`config.mk`:
```
export PLATFORM = sky130hd
export DESIGN_NAME = accel_tlb
export DESIGN_NICKNAME = d
export VERILOG_FILES = /design/src/rtl/atlb_pkg.sv /design/src/rtl/atlb_entries.sv /design/src/rtl/atlb_walk.sv /design/src/rtl/accel_tlb.sv
export SDC_FILE = /design/constraint.sdc
export NUM_CORES = 1
export LEC_CHECK = 0
export ABC_AREA = 1
export BUFFER_PORTS_ARGS = -buffer_cell sky130_fd_sc_hd__clkbuf_2
export CORE_MARGIN = 4
export CORE_UTILIZATION = 44
export CTS_CLUSTER_DIAMETER = 200
export DETAILED_ROUTE_END_ITERATION = 10
export GPL_ROUTABILITY_DRIVEN = 0
export HOLD_SLACK_MARGIN = 0.03
export PLACE_DENSITY = 0.76
export SLEW_MARGIN = 30
export SYNTH_ARGS = -nofsm -noshare
export SYNTH_HDL_FRONTEND = slang
export SYNTH_HIERARCHICAL = 1
export SYNTH_SLANG_ARGS = --single-unit
```
`constraint.sdc`:
```
create_clock -name clk -period 2.2 [get_ports clk]
set_input_delay 0.11 -clock clk [delete_from_list [all_inputs] [get_ports clk]]
set_output_delay 0.11 -clock clk [all_outputs]
set_load 0.01 [all_outputs]
```
`src/rtl/atlb_pkg.sv`:
```
package atlb_pkg;

    localparam int CAUSE_W = 4;
    localparam logic [CAUSE_W-1:0] CAUSE_DIR_ABSENT  = 4'd1;
    localparam logic [CAUSE_W-1:0] CAUSE_LEAF_ABSENT = 4'd2;

    typedef enum logic [1:0] {
        WK_IDLE  = 2'd0,
        WK_DIR   = 2'd1,
        WK_LEAF  = 2'd2,
        WK_FAULT = 2'd3
    } wk_state_e;

endpackage

```
`src/rtl/atlb_entries.sv`:
```
module atlb_entries #(
    parameter int ENTRIES = 8,
    parameter int VPN_W   = 20,
    parameter int PPN_W   = 20
) (
    input  logic               clk,
    input  logic               rst_n,
    input  logic [VPN_W-1:0]   look_vpn,
    input  logic               flush,
    input  logic               fill_en,
    input  logic [VPN_W-1:0]   fill_vpn,
    input  logic [PPN_W-1:0]   fill_ppn,
    output logic               hit,
    output logic [PPN_W-1:0]   hit_ppn,
    output logic [ENTRIES-1:0] valid_vec
);

    localparam int PTR_W = (ENTRIES > 1) ? $clog2(ENTRIES) : 1;

    typedef struct packed {
        logic [ENTRIES-1:0]            valid;
        logic [ENTRIES-1:0][VPN_W-1:0] tag;
        logic [ENTRIES-1:0][PPN_W-1:0] ppn;
        logic [PTR_W-1:0]              ptr;
    } ent_t;

    ent_t st_d, st_q;
    logic [ENTRIES-1:0] match;

    // one comparator per slot
    for (genvar g = 0; g < ENTRIES; g++) begin : g_cmp
        assign match[g] = st_q.valid[g] && (st_q.tag[g] == look_vpn);
    end

    always_comb begin
        hit     = |match;
        hit_ppn = '0;
        for (int i = 0; i < ENTRIES; i++) begin
            if (match[i]) hit_ppn = hit_ppn | st_q.ppn[i];
        end

        st_d = st_q;
        if (flush) begin
            st_d.valid = '0;
        end else if (fill_en) begin
            st_d.valid[st_q.ptr] = 1'b1;
            st_d.tag[st_q.ptr]   = fill_vpn;
            st_d.ppn[st_q.ptr]   = fill_ppn;
            st_d.ptr = (st_q.ptr == PTR_W'(ENTRIES - 1)) ? '0 : st_q.ptr + PTR_W'(1);
        end
    end

    always_ff @(posedge clk) begin
        if (!rst_n) st_q <= '0;
        else        st_q <= st_d;
    end

    assign valid_vec = st_q.valid;

endmodule

```
`src/rtl/atlb_walk.sv`:
```
module atlb_walk
    import atlb_pkg::*;
#(
    parameter int VA_W      = 32,
    parameter int PA_W      = 32,
    parameter int PAGE_BITS = 12
) (
    input  logic                    clk,
    input  logic                    rst_n,
    input  logic                    task_start,
    input  logic [PA_W-1:0]         task_root,
    input  logic                    req_valid,
    input  logic [VA_W-1:0]         req_vaddr,
    output logic                    req_ready,
    output logic                    resp_valid,
    output logic [PA_W-1:0]         resp_paddr,
    output logic                    mem_req_valid,
    output logic [PA_W-1:0]         mem_req_addr,
    input  logic                    mem_rsp_valid,
    input  logic [PA_W-1:0]         mem_rsp_data,
    output logic                    fault_valid,
    output logic [CAUSE_W-1:0]      fault_cause,
    output logic [PA_W-1:0]         fault_root,
    output logic [VA_W-1:0]         fault_vaddr,
    input  logic                    fault_ack,
    input  logic                    flush,
    output logic [VA_W-PAGE_BITS-1:0] look_vpn,
    input  logic                    hit,
    input  logic [PA_W-PAGE_BITS-1:0] hit_ppn,
    output logic                    fill_en,
    output logic [VA_W-PAGE_BITS-1:0] fill_vpn,
    output logic [PA_W-PAGE_BITS-1:0] fill_ppn
);

    localparam int IDX_W = PAGE_BITS - 2;
    localparam int DIR_W = VA_W - PAGE_BITS - IDX_W;
    localparam int PPN_W = PA_W - PAGE_BITS;

    typedef struct packed {
        wk_state_e          state;
        logic [VA_W-1:0]    vaddr;
        logic [PA_W-1:0]    root;
        logic               resp_valid;
        logic [PA_W-1:0]    resp_paddr;
        logic               mem_req_valid;
        logic [PA_W-1:0]    mem_req_addr;
        logic [CAUSE_W-1:0] cause;
        logic               discard;
    } ctl_t;

    ctl_t c_d, c_q;

    function automatic logic [PA_W-1:0] dir_addr(input logic [PA_W-1:0] base,
                                                 input logic [VA_W-1:0] va);
        return {base[PA_W-1:PAGE_BITS], va[VA_W-1 -: DIR_W], 2'b00};
    endfunction

    function automatic logic [PA_W-1:0] leaf_addr(input logic [PA_W-1:0] pte,
                                                  input logic [VA_W-1:0] va);
        return {pte[PA_W-1:PAGE_BITS], va[PAGE_BITS+IDX_W-1:PAGE_BITS], 2'b00};
    endfunction

    logic pte_unused;
    assign pte_unused = ^mem_rsp_data[PAGE_BITS-1:1];

    logic [PPN_W-1:0] rsp_ppn;
    logic             rsp_present;
    logic             drop_walk;
    assign rsp_ppn     = mem_rsp_data[PA_W-1:PAGE_BITS];
    assign rsp_present = mem_rsp_data[0];
    assign drop_walk   = c_q.discard || flush;

    always_comb begin
        c_d               = c_q;
        c_d.resp_valid    = 1'b0;
        c_d.mem_req_valid = 1'b0;
        fill_en           = 1'b0;
        fill_vpn          = c_q.vaddr[VA_W-1:PAGE_BITS];
        fill_ppn          = rsp_ppn;

        if (task_start) c_d.root = task_root;

        unique case (c_q.state)
            WK_IDLE: begin
                if (req_valid) begin
                    c_d.vaddr = req_vaddr;
                    if (hit && !flush) begin
                        c_d.resp_valid = 1'b1;
                        c_d.resp_paddr = {hit_ppn, req_vaddr[PAGE_BITS-1:0]};
                    end else begin
                        c_d.state         = WK_DIR;
                        c_d.mem_req_valid = 1'b1;
                        c_d.mem_req_addr  = dir_addr(c_q.root, req_vaddr);
                        c_d.discard       = 1'b0;
                    end
                end
            end
            WK_DIR: begin
                if (flush) c_d.discard = 1'b1;
                if (mem_rsp_valid) begin
                    if (drop_walk) begin
                        c_d.mem_req_valid = 1'b1;
                        c_d.mem_req_addr  = dir_addr(c_q.root, c_q.vaddr);
                        c_d.discard       = 1'b0;
                    end else if (!rsp_present) begin
                        c_d.state = WK_FAULT;
                        c_d.cause = CAUSE_DIR_ABSENT;
                    end else begin
                        c_d.state         = WK_LEAF;
                        c_d.mem_req_valid = 1'b1;
                        c_d.mem_req_addr  = leaf_addr(mem_rsp_data, c_q.vaddr);
                    end
                end
            end
            WK_LEAF: begin
                if (flush) c_d.discard = 1'b1;
                if (mem_rsp_valid) begin
                    if (drop_walk) begin
                        c_d.state         = WK_DIR;
                        c_d.mem_req_valid = 1'b1;
                        c_d.mem_req_addr  = dir_addr(c_q.root, c_q.vaddr);
                        c_d.discard       = 1'b0;
                    end else if (!rsp_present) begin
                        c_d.state = WK_FAULT;
                        c_d.cause = CAUSE_LEAF_ABSENT;
                    end else begin
                        fill_en        = 1'b1;
                        c_d.state      = WK_IDLE;
                        c_d.resp_valid = 1'b1;
                        c_d.resp_paddr = {rsp_ppn, c_q.vaddr[PAGE_BITS-1:0]};
                    end
                end
            end
            WK_FAULT: begin
                if (fault_ack) begin
                    c_d.state         = WK_DIR;
                    c_d.mem_req_valid = 1'b1;
                    c_d.mem_req_addr  = dir_addr(c_q.root, c_q.vaddr);
                    c_d.discard       = 1'b0;
                end
            end
            default: c_d.state = WK_IDLE;
        endcase
    end

    always_ff @(posedge clk) begin
        if (!rst_n) begin
            c_q       <= '0;
            c_q.state <= WK_IDLE;
        end else begin
            c_q <= c_d;
        end
    end

    assign look_vpn      = req_vaddr[VA_W-1:PAGE_BITS];
    assign req_ready     = (c_q.state == WK_IDLE);
    assign resp_valid    = c_q.resp_valid;
    assign resp_paddr    = c_q.resp_paddr;
    assign mem_req_valid = c_q.mem_req_valid;
    assign mem_req_addr  = c_q.mem_req_addr;
    assign fault_valid   = (c_q.state == WK_FAULT);
    assign fault_cause   = c_q.cause;
    assign fault_root    = c_q.root;
    assign fault_vaddr   = c_q.vaddr;

endmodule

```
`src/rtl/accel_tlb.sv`:
```
module accel_tlb
    import atlb_pkg::*;
#(
    parameter int VA_W      = 32,
    parameter int PA_W      = 32,
    parameter int PAGE_BITS = 12,
    parameter int ENTRIES   = 8
) (
    input  logic               clk,
    input  logic               rst_n,
    input  logic               task_start,
    input  logic [PA_W-1:0]    task_root,
    input  logic               req_valid,
    input  logic [VA_W-1:0]    req_vaddr,
    output logic               req_ready,
    output logic               resp_valid,
    output logic [PA_W-1:0]    resp_paddr,
    output logic               mem_req_valid,
    output logic [PA_W-1:0]    mem_req_addr,
    input  logic               mem_rsp_valid,
    input  logic [PA_W-1:0]    mem_rsp_data,
    output logic               fault_valid,
    output logic [CAUSE_W-1:0] fault_cause,
    output logic [PA_W-1:0]    fault_root,
    output logic [VA_W-1:0]    fault_vaddr,
    input  logic               fault_ack,
    input  logic               flush
);

    localparam int VPN_W = VA_W - PAGE_BITS;
    localparam int PPN_W = PA_W - PAGE_BITS;

    logic [VPN_W-1:0]   look_vpn;
    logic               hit;
    logic [PPN_W-1:0]   hit_ppn;
    logic               fill_en;
    logic [VPN_W-1:0]   fill_vpn;
    logic [PPN_W-1:0]   fill_ppn;
    logic [ENTRIES-1:0] valid_vec;

    atlb_entries #(
        .ENTRIES (ENTRIES),
        .VPN_W   (VPN_W),
        .PPN_W   (PPN_W)
    ) u_entries (
        .clk       (clk),
        .rst_n     (rst_n),
        .look_vpn  (look_vpn),
        .flush     (flush),
        .fill_en   (fill_en),
        .fill_vpn  (fill_vpn),
        .fill_ppn  (fill_ppn),
        .hit       (hit),
        .hit_ppn   (hit_ppn),
        .valid_vec (valid_vec)
    );

    atlb_walk #(
        .VA_W      (VA_W),
        .PA_W      (PA_W),
        .PAGE_BITS (PAGE_BITS)
    ) u_walk (
        .clk           (clk),
        .rst_n         (rst_n),
        .task_start    (task_start),
        .task_root     (task_root),
        .req_valid     (req_valid),
        .req_vaddr     (req_vaddr),
        .req_ready     (req_ready),
        .resp_valid    (resp_valid),
        .resp_paddr    (resp_paddr),
        .mem_req_valid (mem_req_valid),
        .mem_req_addr  (mem_req_addr),
        .mem_rsp_valid (mem_rsp_valid),
        .mem_rsp_data  (mem_rsp_data),
        .fault_valid   (fault_valid),
        .fault_cause   (fault_cause),
        .fault_root    (fault_root),
        .fault_vaddr   (fault_vaddr),
        .fault_ack     (fault_ack),
        .flush         (flush),
        .look_vpn      (look_vpn),
        .hit           (hit),
        .hit_ppn       (hit_ppn),
        .fill_en       (fill_en),
        .fill_vpn      (fill_vpn),
        .fill_ppn      (fill_ppn)
    );

endmodule

```
* Word-level counts from Yosys, hierarchy flattened
Cells that the tools add are included.
Word-level totals: bits in registers 468, input port bits 103
Operators by class: add/sub/neg operators 1, magnitude comparators 2, equality and inequality tests 25, muxes and demuxes 53, bitwise operators 10, reduce and logical (&&, ||, !) cells 24
Operator list (count):
- 160-bit bitwise mux | 2
- 33-bit 2-to-1 mux | 8
- 20-bit 2-to-1 mux | 9
- 20-bit equality test | 8
- 20-bit OR | 7
- 33-bit one-hot mux with 4 select lines | 1
- 71-bit 2-to-1 mux | 1
- 66-bit 2-to-1 mux | 1
- 33-bit one-hot mux with 2 select lines | 1
- 20-bit demux with 3-bit select | 1
- 38-bit 2-to-1 mux | 1
- 34-bit 2-to-1 mux | 1
- 2-bit inequality test, second input constant | 9
- 4-bit 2-to-1 mux | 4
- 2-bit 2-to-1 mux | 7
- 7-bit AND reduction | 2
- 6-bit AND reduction | 2
- 1-bit 2-to-1 mux | 11
- 1-bit logical AND | 10
- 8-bit OR | 1
- 2-bit one-hot mux with 4 select lines | 1
- 4-bit one-hot mux with 2 select lines | 1
- 8-bit OR reduction | 1
- 2-bit by 1-bit inequality test with 1-bit output, second input constant | 3
- 18 further kinds | 22

* Logic depth before layout (Yosys ltp)
Gate-level depths: netlist (run 1).
depth in word-level cells 20, gate-level depth with buffers 21

* Cells and area by module
The synthesis (run 1) kept the hierarchy.
By module, submodules not included:
- atlb_entries | times used 1, cells each 2374, area an instance 15909.0 um^2, seq. area each 6626.4 um^2
- atlb_walk | times used 1, cells each 1284, area an instance 8172.8 um^2, seq. area each 2662.6 um^2

* Least setup slack after synthesis (run 1)
No wires, ideal clock.
path kind register -> register, from register u_walk/c_q[135] (netlist name), to register u_entries/st_q[170] (netlist name), arrival 2.144 ns, data required time 2.072 ns, setup slack -0.073 ns, cell stages (with the launch flop) 15, path buffers 3, period minus slack after synthesis 2.273 ns, cell sequence dfxtp_1 -> inv_1 -> ha_1 -> buf_2 -> nand2_1 -> nor2_2 -> buf_2 -> inv_2 -> nor2_2 -> nand2_1 -> nor2_2 -> inv_2 -> clkbuf_1 -> o21ai_1 -> a21oi_1
Between the ends: cells in the longest elaborated chain, start to end 3
Ends and longest elaborated chain:
- from (decl) | line atlb_walk.sv:51 | ctl_t c_d, c_q;
- 2-bit equality test | line atlb_walk.sv:83 | unique case (c_q.state)
- 1-bit 2-to-1 mux | line atlb_walk.sv:83
- net fill_en | line accel_tlb.sv:36 | logic fill_en;
- 2-bit AND reduction (no source line)
- to (signal assigned) | line atlb_entries.sv:55 | else st_q <= st_d;
- to (decl) | line atlb_entries.sv:27 | ent_t st_d, st_q;
The timed path passes the listed nets, and every way through them passes these cells. A chain may end at the register's enable or synchronous reset.

* Final worst setup path (run 1)
from register u_entries/st_q[263] (netlist name), to register u_walk.c_q (netlist bit u_walk/mem_req_addr[3])
Between the ends: cells in the longest elaborated chain, start to end 6
Ends and longest elaborated chain:
- 20-bit equality test | line atlb_entries.sv:32 | assign match[g] = st_q.valid[g] && (st_q.tag[g] == look_vpn);
- 1-bit logical AND | line atlb_entries.sv:32
- 8-bit OR reduction | line atlb_entries.sv:36 | hit = |match;
- net hit | line accel_tlb.sv:34 | logic hit;
- 1-bit logical AND | line atlb_walk.sv:87 | if (hit && !flush) begin
- 2-bit inequality test (no source line)
- 7-bit AND reduction (no source line)
The timed path passes the listed nets, and every way through them passes these cells.

==> run_summary.xml, run 1 <==
<?xml version="1.0" encoding="UTF-8"?>
<metrics>
  <group name="clocking">
    <metric name="cts_root_buffer" unit="">sky130_fd_sc_hd__clkbuf_16</metric>
    <metric name="cts_tree" unit="">yes</metric>
    <metric name="clock_insertion_delay_worst_skew" unit="ns">0.58</metric>
    <metric name="clock_sink_count" unit="">464</metric>
    <metric name="cts_buffers" unit="">46</metric>
    <metric name="htree_num_levels" unit="">2</metric>
    <metric name="clk_transition_reported_paths" unit="ns">0.06</metric>
    <metric name="clk_buf_depth" unit="">3</metric>
  </group>
  <group name="pwr">
    <metric name="totalPowerFinal" unit="uW">20710</metric>
    <metric name="static_leakage" unit="uW">0.01284</metric>
    <metric name="power_density_over_cell_area" unit="nW/um^2">739.6</metric>
    <metric name="irDropWorstVdd" unit="mV">0.6456</metric>
  </group>
  <group name="cells_and_area">
    <metric name="finish.net_count" unit="">3861</metric>
    <metric name="regArea" unit="um^2">9306</metric>
    <metric name="drive_gt1_share" unit="%">17.79</metric>
    <metric name="utilization" unit="%">51.94</metric>
    <metric name="layout_commonest_cell" unit="">sky130_fd_sc_hd__nand2_1</metric>
    <metric name="fillers" unit="">5039</metric>
    <metric name="multi_input_area" unit="um^2">11510</metric>
    <metric name="commonest_non_fill_non_tap_cells_in_the_layout" unit="">769 x sky130_fd_sc_hd__nand2_1, 609 x sky130_fd_sc_hd__nor2_1, 450 x sky130_fd_sc_hd__dfxtp_1</metric>
    <metric name="area_growth_synth_to_finish" unit="%">16.58</metric>
  </group>
  <group name="critical_path">
    <metric name="worst_setup_end_kind" unit="">flip-flop</metric>
    <metric name="crit-reg2reg-capture" unit="">u_walk/mem_req_addr[3]$_SDFFE_PN0P_</metric>
    <metric name="path_class" unit="">flip-flop to flip-flop</metric>
    <metric name="timing.reg2reg.worst_path_depth" unit="">17</metric>
    <metric name="rr_startpoint" unit="">u_entries/st_q[263]$_SDFFE_PN0P_</metric>
    <metric name="cp.required" unit="ns">2.72</metric>
    <metric name="worst-path-max-fanout" unit="">7</metric>
    <metric name="cp_data_arrival_time" unit="ns">2.86</metric>
    <metric name="reg2reg_slack" unit="ns">-0.14</metric>
    <metric name="crit_path_start_kind" unit="">flip-flop</metric>
  </group>
  <group name="timing">
    <metric name="skew" unit="ns">0.01581</metric>
    <metric name="max_slew.worst_pin.slew" unit="ns">0.7607</metric>
    <metric name="final_hold_viol_count" unit="">0</metric>
    <metric name="final.setup.tns" unit="ns">-5.728</metric>
    <metric name="rsz0062_at_grt" unit="">yes</metric>
    <metric name="period_share" unit="%">106.3</metric>
    <metric name="timing.fmax" unit="MHz">427.5</metric>
    <metric name="timing_max_transition_violations_final" unit="">0</metric>
    <metric name="finalWorstPathRequiredPeriod" unit="ns">2.339</metric>
    <metric name="maxSlewHeadroom" unit="%">49.21</metric>
    <metric name="worst_path_setup_slack_after_routing" unit="ns">-0.1391</metric>
    <metric name="timing.final.setup_violations" unit="">62</metric>
  </group>
  <group name="worst_hold_path">
    <metric name="hold_path.class" unit="">primary input to flip-flop</metric>
    <metric name="worst_hold_path_stage_count" unit="">6</metric>
    <metric name="min-delay-start" unit="">mem_rsp_valid</metric>
    <metric name="hold-path-endpoint" unit="">u_walk/fault_cause[1]$_SDFFE_PN0P_</metric>
  </group>
  <group name="yosys">
    <metric name="synth_warnings" unit="">6</metric>
    <metric name="netlist_instances" unit="">3650</metric>
    <metric name="syn-cell-area" unit="um^2">24020</metric>
    <metric name="synthesis.area_per_instance" unit="um^2">6.581</metric>
  </group>
  <group name="drt">
    <metric name="vias" unit="">25340</metric>
    <metric name="routed_wl" unit="um">85220</metric>
    <metric name="drc_errors" unit="">0</metric>
    <metric name="avgViaCountPerCell" unit="">5.660</metric>
    <metric name="post_drt_wl_per_cell" unit="um">19.04</metric>
    <metric name="number_of_drc_markers_in_iteration_0" unit="">3458</metric>
    <metric name="drtPass1Iterations" unit="">5</metric>
    <metric name="ant_nets" unit="">0</metric>
  </group>
  <group name="floorplan">
    <metric name="die-area" unit="um^2">58400</metric>
    <metric name="start_util" unit="%">44.55</metric>
    <metric name="dieWidth" unit="um">241.7</metric>
    <metric name="core_region_area" unit="um^2">53920</metric>
    <metric name="io_pins" unit="">239</metric>
    <metric name="placement_rows" unit="">85</metric>
    <metric name="floorplan.die.height" unit="um">241.7</metric>
  </group>
  <group name="global_routing">
    <metric name="gr-total-overflow" unit="">0</metric>
    <metric name="groute.usage.overall" unit="%">26.87</metric>
    <metric name="antenna_found_initial" unit="">1</metric>
    <metric name="first_global_vias" unit="">22770</metric>
    <metric name="global_route_wire_length_before_repair" unit="um">129300</metric>
    <metric name="grt_start_max_net_pins" unit="">100</metric>
  </group>
  <group name="status">
    <metric name="run_status" unit="">finished, violations left</metric>
    <metric name="violations" unit="">negative setup slack</metric>
  </group>
  <group name="place">
    <metric name="portBuffers" unit="">223</metric>
    <metric name="dp_hpwl" unit="um">53820</metric>
  </group>
  <group name="run">
    <metric name="max-cap-violations" unit="">0</metric>
  </group>
</metrics>
-- worst max-delay path: stages (launching register included) --
cell and delay [ns]:
sky130_fd_sc_hd__dfxtp_1 0.34, sky130_fd_sc_hd__inv_2 0.06, sky130_fd_sc_hd__o21ai_0 0.25, sky130_fd_sc_hd__nor2_1 0.07, sky130_fd_sc_hd__nand2_1 0.09, sky130_fd_sc_hd__nor2_2 0.05
sky130_fd_sc_hd__nand3_2 0.06, sky130_fd_sc_hd__nand2_2 0.07, sky130_fd_sc_hd__nor2_2 0.15, sky130_fd_sc_hd__nand2_2 0.12, sky130_fd_sc_hd__nand3_4 0.10, sky130_fd_sc_hd__inv_2 0.06
sky130_fd_sc_hd__nor2_4 0.13, sky130_fd_sc_hd__nand3_4 0.22, sky130_fd_sc_hd__clkbuf_16 0.26, sky130_fd_sc_hd__a21oi_1 0.13, sky130_fd_sc_hd__nand2_1 0.07, sky130_fd_sc_hd__inv_1 0.05
-- metrics by stage --
stage,instance area (um^2),instances,hold WS [ns],worst slack [ns]
2_1_floorplan,24040,3653,0.2449,0.002179
3_3_place_gp,24920,4287,0.3326,-0.2713
3_5_place_dp,24920,4287,0.3403,-0.2855
4_1_cts,27600,4466,0.03388,0.00006795
5_1_grt,28000,4475,0.06824,-0.2194
6_report,28000,4476,0.04960,-0.1391
-- how the worst max path moves through the flow --
stage,startpoint,end,slack (ns)
floorplan,u_walk/c_q[135]$_SDFFE_PN0P_,u_entries/st_q[101]$_SDFFE_PN0P_,0.002
global placement,req_vaddr[26],u_walk/resp_paddr[31]$_SDFFE_PN0P_,-0.27
detailed placement,req_vaddr[26],u_walk/resp_paddr[11]$_SDFFE_PN0P_,-0.29
CTS,u_walk/c_q[135]$_SDFFE_PN0P_,u_entries/st_q[297]$_SDFFE_PN0P_,0.00007
global route,u_entries/st_q[263]$_SDFFE_PN0P_,u_walk/mem_req_addr[3]$_SDFFE_PN0P_,-0.22
finish,u_entries/st_q[263]$_SDFFE_PN0P_,u_walk/mem_req_addr[3]$_SDFFE_PN0P_,-0.14
-- what timing repair did --
item,4_1_cts,5_1_grt
buffers inserted,18,4
setup endpoints to repair,66,135
cloned,2,8
pin swaps,45,39
endpoints found under the hold margin,183,0
resized for setup,70,104
hold buffers,86,0
-- routing by layer --
| layer | vias to the layer above | wire (um) | global-route usage (%) |
|---|---|---|---|
| li1 | 11720 | - | - |
| met1 | 11620 | 33370 | 36.09 |
| met2 | 1697 | 38200 | 42.61 |
| met3 | 295 | 9463 | 4.664 |
| met4 | 0 | 4185 | 11.81 |
| met5 | - | 0 | 0 |
-- power breakdown --
part	internal [uW]	leakage [uW]	total (uW)	switching, uW
registers	8730	0.00377	9000	275
clock network	4360	0.000707	7730	3360
logic	1430	0.00837	3980	2550
total	14500	0.0128	20700	6190
-- state kept, by name (all words and copies together) (netlist names), 2 cells and up --
name and flops:
u_entries/st_q 323, u_entries/valid_vec 8, u_walk/c_q 3, u_walk/fault_cause 2, u_walk/fault_root 32, u_walk/fault_vaddr 32
u_walk/mem_req_addr 30, u_walk/resp_paddr 32
-- layout make-up --
| type | instances | area share (%) |
|---|---|---|
| repair buffers | 500 | 13.93 |
| clock inverters | 7 | 0.2279 |
| well taps | 696 | 3.110 |
| clock buffers | 67 | 4.861 |
| multi-input cells | 2478 | 41.09 |
| flip-flops and latches | 464 | 33.23 |
| diodes | 2 | 0.01787 |
| inverters | 262 | 3.539 |
Power figures use the tool's default switching activity.
==> run 2: changes to the inputs <==
--- a/config.mk
+++ b/config.mk
@@ -7,13 +7,15 @@
 export LEC_CHECK = 0
 export ABC_AREA = 1
 export BUFFER_PORTS_ARGS = -buffer_cell sky130_fd_sc_hd__clkbuf_2
+export CELL_PAD_IN_SITES_DETAIL_PLACEMENT = 0
+export CELL_PAD_IN_SITES_GLOBAL_PLACEMENT = 2
 export CORE_MARGIN = 4
-export CORE_UTILIZATION = 44
+export CORE_UTILIZATION = 30
 export CTS_CLUSTER_DIAMETER = 200
 export DETAILED_ROUTE_END_ITERATION = 10
 export GPL_ROUTABILITY_DRIVEN = 0
 export HOLD_SLACK_MARGIN = 0.03
-export PLACE_DENSITY = 0.76
+export PLACE_DENSITY = 0.88
 export SLEW_MARGIN = 30
 export SYNTH_ARGS = -nofsm -noshare
 export SYNTH_HDL_FRONTEND = slang
==> run 2 against run 1 <==
The flow still finishes with violations (negative setup slack). Total power up 7.5%. Worst hold slack improved by 0.023 ns. Worst setup slack better by 0.017 ns. Die area increased by 45%. Critical endpoint is now u_walk/mem_req_addr[13]$_SDFFE_PN0P_.
==> run_summary.xml, run 2 (same netlist as run 1, synthesis figures left out) <==
<?xml version="1.0" encoding="UTF-8"?>
<metrics>
  <group name="global_routing">
    <metric name="global_route_wire_length_before_repair" unit="um">141600</metric>
    <metric name="grt_start_max_net_pins" unit="">104</metric>
    <metric name="first_global_vias" unit="">22580</metric>
    <metric name="gr-total-overflow" unit="">0</metric>
    <metric name="antenna_found_initial" unit="">0</metric>
    <metric name="groute.usage.overall" unit="%">21.30</metric>
  </group>
  <group name="pwr">
    <metric name="static_leakage" unit="uW">0.01321</metric>
    <metric name="irDropWorstVdd" unit="mV">0.5897</metric>
    <metric name="power_density_over_cell_area" unit="nW/um^2">759.9</metric>
  </group>
  <group name="floorplan">
    <metric name="core_region_area" unit="um^2">79130</metric>
    <metric name="io_pins" unit="">239</metric>
    <metric name="start_util" unit="%">30.36</metric>
    <metric name="floorplan.die.height" unit="um">291.0</metric>
    <metric name="placement_rows" unit="">103</metric>
    <metric name="dieWidth" unit="um">291.0</metric>
    <metric name="die-area" unit="um^2">84660</metric>
  </group>
  <group name="timing">
    <metric name="skew" unit="ns">0.02282</metric>
    <metric name="timing.final.setup_violations" unit="">62</metric>
    <metric name="max_slew.worst_pin.slew" unit="ns">0.7214</metric>
    <metric name="timing_max_transition_violations_final" unit="">0</metric>
    <metric name="finalWorstPathRequiredPeriod" unit="ns">2.322</metric>
    <metric name="maxSlewHeadroom" unit="%">51.84</metric>
    <metric name="final.setup.tns" unit="ns">-3.245</metric>
    <metric name="timing.fmax" unit="MHz">430.7</metric>
    <metric name="final_hold_viol_count" unit="">0</metric>
    <metric name="hold-worst-slack" unit="ns">0.07256</metric>
    <metric name="rsz0062_at_grt" unit="">yes</metric>
    <metric name="period_share" unit="%">105.5</metric>
    <metric name="worst_path_setup_slack_after_routing" unit="ns">-0.1218</metric>
  </group>
  <group name="drt">
    <metric name="number_of_drc_markers_in_iteration_0" unit="">2194</metric>
    <metric name="avgViaCountPerCell" unit="">4.911</metric>
    <metric name="drc_errors" unit="">0</metric>
    <metric name="post_drt_wl_per_cell" unit="um">19.45</metric>
    <metric name="drtPass1Iterations" unit="">5</metric>
    <metric name="ant_nets" unit="">0</metric>
    <metric name="vias" unit="">24090</metric>
    <metric name="routed_wl" unit="um">95430</metric>
  </group>
  <group name="place">
    <metric name="portBuffers" unit="">223</metric>
    <metric name="dp_hpwl" unit="um">62430</metric>
    <metric name="pre_cts_slack" unit="ns">-0.4675</metric>
    <metric name="dpl-instance-area" unit="um^2">25790</metric>
  </group>
  <group name="clocking">
    <metric name="cts_root_buffer" unit="">sky130_fd_sc_hd__clkbuf_16</metric>
    <metric name="cts_tree" unit="">yes</metric>
    <metric name="clk_transition_reported_paths" unit="ns">0.06</metric>
    <metric name="clock_sink_count" unit="">464</metric>
    <metric name="clock_insertion_delay_worst_skew" unit="ns">0.61</metric>
    <metric name="htree_num_levels" unit="">2</metric>
    <metric name="cts_buffers" unit="">52</metric>
    <metric name="clk_buf_depth" unit="">3</metric>
  </group>
  <group name="critical_path">
    <metric name="path_class" unit="">flip-flop to flip-flop</metric>
    <metric name="crit_top_cell" unit="">sky130_fd_sc_hd__nor2_4</metric>
    <metric name="worst_setup_end_kind" unit="">flip-flop</metric>
    <metric name="cell_breakdown_of_the_critical_path" unit="">inv_2 -&gt; buf_6 -&gt; o211ai_1 -&gt; nor2_4 -&gt; nand3_2 -&gt; nand2_2 -&gt; nor2_4 -&gt; nand2_4 -&gt; nand3_4 -&gt; inv_4 -&gt; nor2_4 -&gt; nand3_4 -&gt; buf_12 -&gt; clkbuf_16 -&gt; nand2_2 -&gt; nand2_1 -&gt; a21oi_2</metric>
    <metric name="cp_data_arrival_time" unit="ns">2.86</metric>
    <metric name="crit_path_start_kind" unit="">flip-flop</metric>
    <metric name="critical-path-top-delay-family" unit="">simple AND/OR/NAND/NOR gates</metric>
    <metric name="critical-path-slowest-cell" unit="">sky130_fd_sc_hd__o211ai_1</metric>
    <metric name="worst-path-max-fanout" unit="">7</metric>
    <metric name="cp.required" unit="ns">2.74</metric>
    <metric name="cp_slowest_stage_delay" unit="ns">0.40</metric>
    <metric name="path_buf_inv" unit="">5</metric>
  </group>
  <group name="cells_and_area">
    <metric name="layout_commonest_cell" unit="">sky130_fd_sc_hd__nand2_1</metric>
    <metric name="commonest_non_fill_non_tap_cells_in_the_layout" unit="">770 x sky130_fd_sc_hd__nand2_1, 608 x sky130_fd_sc_hd__nor2_1, 451 x sky130_fd_sc_hd__dfxtp_1</metric>
    <metric name="finish.net_count" unit="">3922</metric>
    <metric name="registers.top_by_ff_count" unit="">u_entries/st_q</metric>
    <metric name="antenna-diode-count" unit="">0</metric>
    <metric name="stdcell_area" unit="um^2">29300</metric>
    <metric name="area_growth_synth_to_finish" unit="%">21.99</metric>
    <metric name="largest_reg_flops" unit="">323</metric>
    <metric name="drive_gt1_share" unit="%">19.01</metric>
  </group>
  <group name="status">
    <metric name="run_status" unit="">finished, violations left</metric>
    <metric name="violations" unit="">negative setup slack</metric>
  </group>
  <group name="run">
    <metric name="max-cap-violations" unit="">0</metric>
  </group>
  <group name="worst_hold_path">
    <metric name="hold_path.class" unit="">primary input to flip-flop</metric>
  </group>
</metrics>
==> run 2: timing repair <==
item	in CTS	in global routing
pin swaps	10	40
hold buffers	98	0
endpoints found under the setup margin	66	201
setup buffers	6	5
endpoints found under the hold margin	238	0
cloned	2	8
resized for setup	31	147
==> run 2: worst paths after layout <==
check	startpoint	end	slack (ns)	depth (start not counted)
worst min-delay path	req_vaddr[16]	u_walk/fault_vaddr[16]$_SDFFE_PN0P_	0.07	3
worst max-delay path	u_entries/st_q[165]$_SDFFE_PN0P_	u_walk/mem_req_addr[13]$_SDFFE_PN0P_	-0.12	17
worst min register to register	u_entries/st_q[42]$_SDFFE_PN0P_	u_entries/st_q[42]$_SDFFE_PN0P_	0.45	2
worst max register to register	u_entries/st_q[165]$_SDFFE_PN0P_	u_walk/mem_req_addr[13]$_SDFFE_PN0P_	-0.12	17
==> run 2: layout make-up <==
type	instances	area [um^2]
flip-flops and latches	464	9305
clock inverters	21	227.7
clock buffers	76	1541
multi-input cells	2478	11570
well taps	1050	1314
inverters	262	985.9
repair buffers	555	4364
fillers	8540	49820
==> run 2: worst reg2reg max path, cell delays in order (launching register included) <==
cell,delay (ns)
sky130_fd_sc_hd__dfxtp_2,0.32
sky130_fd_sc_hd__inv_2,0.03
sky130_fd_sc_hd__buf_6,0.10
sky130_fd_sc_hd__o211ai_1,0.40
sky130_fd_sc_hd__nor2_4,0.08
sky130_fd_sc_hd__nand3_2,0.08
sky130_fd_sc_hd__nand2_2,0.07
sky130_fd_sc_hd__nor2_4,0.10
sky130_fd_sc_hd__nand2_4,0.08
sky130_fd_sc_hd__nand3_4,0.12
sky130_fd_sc_hd__inv_4,0.05
sky130_fd_sc_hd__nor2_4,0.13
sky130_fd_sc_hd__nand3_4,0.10
sky130_fd_sc_hd__buf_12,0.17
sky130_fd_sc_hd__clkbuf_16,0.18
sky130_fd_sc_hd__nand2_2,0.06
sky130_fd_sc_hd__nand2_1,0.06
sky130_fd_sc_hd__a21oi_2,0.13
==> run 2: per-stage QoR <==
stage / util (%) / power (uW) / instances
final: 37.03 / 22270 / 4906
after global routing: 37.03 / 23090 / 4906
after CTS: 36.32 / 21850 / 4900
after detailed placement: 32.60 / 12580 / 4697
after global placement: 32.60 / 12590 / 4697
after floorplan: - / 11510 / 3653
==> run 2: report_power, final <==
part           internal, uW  total (uW)  switching (uW)
registers              8730        9020             296
clock network          5230        9100            3860
logic                  1520        4150            2620
total                 15500       22300            6780
==> run 2: layer usage <==
metal / track usage [%] / vias up / share of wire (%)
li1: - / 11860 / -
met1: 28.62 / 11210 / 44
met2: 34.55 / 864 / 46
met3: 3.914 / 157 / 7.1
met4: 7.078 / 0 / 3.4
met5: 0 / - / 0
